File: src/rtl/alu_pkg.sv
// Shared types for the accumulator ALU: the operation encoding and the
// flag register layout. Assumes a 3-bit operation select.
package alu_pkg;
    typedef enum logic [2:0] {
        OP_PASS = 3'd0,
        OP_ADD  = 3'd1,
        OP_AND  = 3'd2,
        OP_INC  = 3'd3,
        OP_DEC  = 3'd4,
        OP_SHL  = 3'd5,
        OP_SHR  = 3'd6,
        OP_INV  = 3'd7
    } op_e;

    localparam int FLAG_N = 2;
    localparam int FLAG_C = 0;   // carry bit index
    localparam int FLAG_V = 1;   // overflow bit index
endpackage

File: src/rtl/alu_datapath.sv
// Combinational ALU core. It computes the result, the candidate flag values
// and a per-flag update mask for the selected operation.
// Assumes W >= 2. Signed views use two's complement.
module alu_datapath #(
    parameter int W = 8
) (
    input  alu_pkg::op_e                 op,
    input  logic [W-1:0]                 a,
    input  logic [W-1:0]                 b,
    output logic [W-1:0]                 res,
    output logic [alu_pkg::FLAG_N-1:0]   flag_nx,
    output logic [alu_pkg::FLAG_N-1:0]   flag_upd
);
    import alu_pkg::*;

    localparam int MSB = W - 1;
    localparam logic [W-1:0] SMAX = {1'b0, {(W-1){1'b1}}};
    localparam logic [W-1:0] SMIN = {1'b1, {(W-1){1'b0}}};
    localparam logic [W-1:0] ONE  = {{(W-1){1'b0}}, 1'b1};

    logic [W:0] sum;

    // Purpose: select the result and the flag candidates for each operation.
    always_comb begin
        sum      = {1'b0, a} + {1'b0, b};
        res      = b;
        flag_nx  = '0;
        flag_upd = '0;
        unique case (op)
            OP_PASS: res = b;
            OP_ADD: begin
                res              = sum[W-1:0];
                flag_nx[FLAG_C]  = sum[W];
                flag_nx[FLAG_V]  = (a[MSB] == b[MSB]) && (sum[MSB] != a[MSB]);
                flag_upd         = '1;
            end
            OP_AND: res = a & b;
            OP_INC: begin
                res              = a + ONE;
                flag_nx[FLAG_V]  = (a == SMAX);
                flag_upd[FLAG_V] = 1'b1;
            end
            OP_DEC: begin
                res              = a - ONE;
                flag_nx[FLAG_V]  = (a == SMIN);
                flag_upd[FLAG_V] = 1'b1;
            end
            OP_SHL: begin
                res              = {a[MSB-1:0], 1'b0};
                flag_nx[FLAG_C]  = a[MSB];
                flag_upd[FLAG_C] = 1'b1;
            end
            OP_SHR: begin
                res              = {1'b0, a[MSB:1]};
                flag_nx[FLAG_C]  = a[0];
                flag_upd[FLAG_C] = 1'b1;
            end
            OP_INV: res = ~a;
            default: res = b;
        endcase
    end
endmodule

File: src/rtl/alu_flag_reg.sv
// Flag register. Each bit loads its candidate only when the enable and its
// own update bit are both high. Synchronous active-low reset clears all bits.
module alu_flag_reg #(
    parameter int N = 2
) (
    input  logic         clk,
    input  logic         rst_n,
    input  logic         en,
    input  logic [N-1:0] d,
    input  logic [N-1:0] upd,
    output logic [N-1:0] q
);
    for (genvar i = 0; i < N; i++) begin : g_bit
        // Purpose: hold flag bit i and load it when enabled and selected.
        always_ff @(posedge clk) begin
            if (!rst_n)
                q[i] <= 1'b0;
            else if (en && upd[i])
                q[i] <= d[i];
        end
    end
endmodule

File: src/rtl/accu_alu_flags.sv
// Top of the accumulator ALU. It joins the combinational core to the
// two-bit flag register. The caller registers acc_out into its accumulator.
module accu_alu_flags #(
    parameter int W = 8
) (
    input  logic         clk,
    input  logic         rst_n,
    input  logic         en,
    input  logic [2:0]   op,
    input  logic [W-1:0] acc_in,
    input  logic [W-1:0] opnd_in,
    output logic [W-1:0] acc_out,
    output logic         carry_o,
    output logic         ovf_o
);
    import alu_pkg::*;

    logic [FLAG_N-1:0] flag_nx;
    logic [FLAG_N-1:0] flag_upd;
    logic [FLAG_N-1:0] flag_q;

    alu_datapath #(.W(W)) i_core (
        .op       (op_e'(op)),
        .a        (acc_in),
        .b        (opnd_in),
        .res      (acc_out),
        .flag_nx  (flag_nx),
        .flag_upd (flag_upd)
    );

    alu_flag_reg #(.N(FLAG_N)) i_flags (
        .clk   (clk),
        .rst_n (rst_n),
        .en    (en),
        .d     (flag_nx),
        .upd   (flag_upd),
        .q     (flag_q)
    );

    assign carry_o = flag_q[FLAG_C];
    assign ovf_o   = flag_q[FLAG_V];
endmodule

File: config.mk
export PLATFORM = sky130hd
export DESIGN_NAME = accu_alu_flags
export DESIGN_NICKNAME = d
export VERILOG_FILES = /design/src/rtl/alu_pkg.sv /design/src/rtl/alu_datapath.sv /design/src/rtl/alu_flag_reg.sv /design/src/rtl/accu_alu_flags.sv
export SDC_FILE = /design/constraint.sdc
export NUM_CORES = 1
export LEC_CHECK = 0
export ABC_AREA = 1
export BUFFER_PORTS_ARGS = -buffer_cell sky130_fd_sc_hd__buf_2
export CORE_ASPECT_RATIO = 0.7
export CORE_MARGIN = 8
export CORE_UTILIZATION = 39
export CTS_CLUSTER_DIAMETER = 150
export DETAILED_ROUTE_END_ITERATION = 7
export PLACE_DENSITY = 0.71
export SYNTH_ARGS = -nofsm -noshare
export SYNTH_HDL_FRONTEND = slang
export SYNTH_HIERARCHICAL = 1
export SYNTH_SLANG_ARGS = --single-unit
File: constraint.sdc
create_clock -name clk -period 1.8 [get_ports clk]
set_clock_uncertainty 0.15 [all_clocks]
set_input_delay 0.18 -clock clk [delete_from_list [all_inputs] [get_ports clk]]
set_output_delay 0.18 -clock clk [all_outputs]
set_load 0.01 [all_outputs]
## Yosys cells after proc, flatten, opt, wreduce, memory -nomap -nowiden

Cells that the tools add are included.

- Bits in registers: 2
- Input bits: 22
- Output and inout port bits: 10
- Word-level logic and storage cells: 29

- $add $sub $neg: 3
- Eq/ne operators: 11
- Mux-type cells: 5
- Bitwise logic cells: 2
- Reduce and logical (&&, ||, !) cells: 6

Operator list:

| operator | count |
|---|---|
| $pmux W8 S8 | 1 |
| $eq A3 B3 Y1 const B | 4 |
| $add A8 B8 Y9 | 1 |
| $add A8 B1 Y8 const B | 1 |
| $and A8 B8 Y8 | 1 |
| $eq A8 B7 Y1 const B | 1 |
| $eq A8 B8 Y1 const B | 1 |
| $not A8 Y8 | 1 |
| $sub A8 B1 Y8 const B | 1 |
| $eq A3 B2 Y1 const B | 2 |
| $pmux W1 S3 | 2 |
| $reduce_or A3 Y1 | 2 |
| $eq A3 B1 Y1 const B | 1 |
| $logic_and A1 B1 Y1 | 3 |
| $logic_not A3 Y1 | 1 |
| $mux W1 | 2 |
| $eq A1 B1 Y1 | 1 |
| $ne A1 B1 Y1 | 1 |

## Longest topological paths before layout

- Word-level depth: 4
- Mapped depth: 13
- Gate-level depth less buffers: 13

## Cells and area by module

The synthesis kept the hierarchy.

Modules (own cells, without submodules):

| module | instances | cells each | area each (µm²) | sequential area each (µm²) |
|---|---|---|---|---|
| alu_datapath | 1 | 243 | 1222.4 | 0.0 |
| alu_flag_reg | 1 | 14 | 85.1 | 40.0 |

## Worst setup path after synthesis

No wires, ideal clock.

- Path type: input to output
- Start: input op[2]
- End: output acc_out[2]
- Arrival: 1.666 ns
- Path slack: -0.196 ns
- Stages: 9
- Cells stage by stage: buf_4 -> nand2_1 -> inv_1 -> fa_1 -> or2_2 -> nand3_1 -> o2111ai_1 -> nor2_1 -> nand2_1

- Word-level cells in the longest chain between the ends: 2

RTL lines:

| element | RTL line | source |
|---|---|---|
| start: declaration | accu_alu_flags.sv:9 | `input logic [2:0] op,` |
| $eq A3 B3 Y1, or another cell as far along | alu_datapath.sv:29 | `unique case (op)` |
| $pmux W8 S8 * | alu_datapath.sv:29 |  |
| end: declaration | accu_alu_flags.sv:12 | `output logic [W-1:0] acc_out,` |

Every way passes the cells marked *; elsewhere a longest branch is shown, timed or not.

## Worst setup path in the final report

- Start: input op[1]
- End: output acc_out[4]

Same word-level chain as after synthesis.

==> reports/qor.txt <==
Status = finished with violations
Violated checks = setup timing
Syn Inst Count = 257
Clock Latency Late Sink = 0.21 ns
Initial Utilization = 0.413
Yosys top cell area share = 0.276
Placer Congestion = 0.938
DRC errors left = 0
Post-route cell area = 2050 um^2
Initial antenna violation count = 0
Worst setup EP type = primary output
Detailed Place HPWL = 3600 um
Pre-CTS WS = -0.268 ns
Post-Synthesis Cell Area = 1310 um^2
Layout cells sized above 1 = 0.351
Final Cycle Share = 1.08
WP data arrival = 1.62 ns
Number of global-route vias before repair = 1,654
Synth Register Bits = 2
Synth warn = 6
Largest net degree at the start of global routing = 10
TritonRoute pass-1 iters = 5
CTS Buffer Depth = 2
Min-delay worst type = primary input to flop
Placed Area = 1730 um^2
Max-slew violation count = 0
Die Area = 5490 um^2
CTS Buf Count = 3
Multi-input logic area = 1340 um^2
Most flop-heavy register = i_flags/q
Clock transition at path regs = 0.03 ns
Final min period = 1.95 ns
DR iter-0 viols = 173
Tot GR Track Use = 0.160
Critical Path RT = 1.47 ns
Final Hold Vio Count = 0
Pwr Density = 375 nW/um^2
Die H = 64.4 um
Htree depth = 1
Worst Tran Pin Value = 0.395 ns
Total gr overflow = 0
Top Registers = i_flags/q: 2 flops
Syn nets = 295
Max reg flops = 2
Setup WS post-layout = -0.145 ns
Core box area = 3170 um^2
Final core utilization = 0.648
R2R depth = 4
Syn avg cell area = 5.09 um^2
IO Pins = 32
Worst-path fanout max = 7
Max Cap Violations = 0
Sink Count = 2
Layout area overhead = 57.0%
Non-Filler Instances = 357
Seq/Total Area, Yosys = 0.0306
Area occupied by registers = 40.0 um^2
DIE WIDTH = 85.2 um
Cell taking the most area after synthesis = nand2_1
DR WL/cell = 13.2 um
Root buf cell = clkbuf_8
Critical path class = primary input to primary output
Max Fclk = 514 MHz
Final setup vio count = 7
CTS tree = yes
Setup crit start kind = primary input
Std cell rows = 17
Routed WL = 4700 um
ANT cells = 0
Filler instances = 288
Fin nets = 359
Hold Path Depth = 3
Hold slack = 0.0627 ns
Post-synthesis cell type count = 22
Placed cells = 352
RSZ-0062 raised after global routing = yes
Cts hold-fix bufs = 0
First-pass GRT wire length = 7380 um
Leak pwr = 1.13 nW
# port buffers = 31
Max VDD drop = 0.233 mV
Final ANT Viol Nets = 0
Vias = 1,840
Vias per inst = 5.15
Area contributors post-synth = nand2_1 (28%), ha_1 (13%), inv_1 (13%)
Slew margin rel. = 0.736
-- final timing paths --
kind,from,endpoint,slack (ns)
setup / recovery,op[1],acc_out[4],-0.15
hold / removal,rst_n,i_flags/q[0],0.06
setup reg to reg,i_flags/q[0],i_flags/q[0],1.08
hold reg to reg,i_flags/q[1],i_flags/q[1],0.35
-- report_power, final --
part | switching (W) | internal (W)
logic | 0.000304 | 0.000245
registers | 0.00000110 | 0.0000478
clock network | 0.0000326 | 0.000141
total | 0.000337 | 0.000433
-- worst max-delay path: stages --
cell and delay (ns):
buf_8 0.08, nor2_4 0.04, nand2_4 0.08, clkinv_8 0.10
fa_2 0.39, nand2_2 0.09, nand2_2 0.06, nand2_2 0.07
nand2_1 0.05, nand2_1 0.08, nand3_2 0.09, nand3_2 0.09
o21ai_1 0.06, inv_1 0.05, buf_2 0.12
-- synthesized netlist by cell type (all sizes together) --
| library cell | instances |
|---|---|
| nand4 | 8 |
| ha | 14 |
| a21oi | 8 |
| o2111ai | 1 |
| a41oi | 1 |
| o211ai | 1 |
| o21ai | 13 |
| or2 | 6 |
| nand3b | 3 |
| o22ai | 3 |
| nor3 | 1 |
| nor2 | 21 |
| fa | 2 |
| dfxtp | 2 |
| buf | 1 |
| inv | 45 |
| nand3 | 31 |
| nand2 | 96 |
-- cells in the final DEF, fill, tap and decap left out, types with 2 or more instances in the layout --
master / n
nand2_1: 82
inv_1: 43
buf_4: 29
buf_2: 27
nand3_1: 23
nor2_1: 17
nand2_2: 11
nand4_1: 8
o21ai_0: 8
nand3_2: 8
ha_4: 8
a21oi_1: 6
ha_1: 6
clkbuf_8: 3
nor2_4: 3
nand2_4: 3
or2_2: 3
nand3b_1: 3
o21ai_1: 3
o22ai_1: 3
or2_4: 3
fa_2: 2
buf_6: 2
dfxtp_1: 2
buf_8: 2
-- cell type report --
cell class / count / area share
well taps: 38 / 0.0232
repair buffers: 60 / 0.197
clock buffers: 3 / 0.0201
multi-input cells: 209 / 0.651
flip-flops and latches: 2 / 0.0195
inverters: 45 / 0.0884
-- through the flow --
step	total power, W	setup TNS [ns]
floorplan	0.000316	0
global placement	0.000493	-1.51
detailed placement	0.000499	-1.67
CTS	0.000730	-0.621
global route	0.000840	-1.15
finish	0.000771	-0.638
-- routing by layer --
layer,up-vias,GRT usage,wire length (um)
met5,-,0,0
li1,954,-,-
met1,813,0.222,2280
met4,0,0.0309,57
met3,8,0.0239,329
met2,65,0.254,2030
-- logic make-up (layout without fill, tap and decap cells) --
group,count (synthesis),in the layout,share of synthesized area
and+or+nand+nor,166,166,0.545
DFF,2,2,0.0306
AOI/OAI and AO/OA,27,27,0.125
adders and majority gates,16,16,0.165
buffers and inverters,46,108,0.135
-- repair_timing --
action                     in CTS  in global routing
resized for setup              34                 23
pin swaps                      18                 19
setup endpoints to repair       7                  8
buffers inserted                1                  1
No activity file was read; power rests on OpenSTA's default activity.
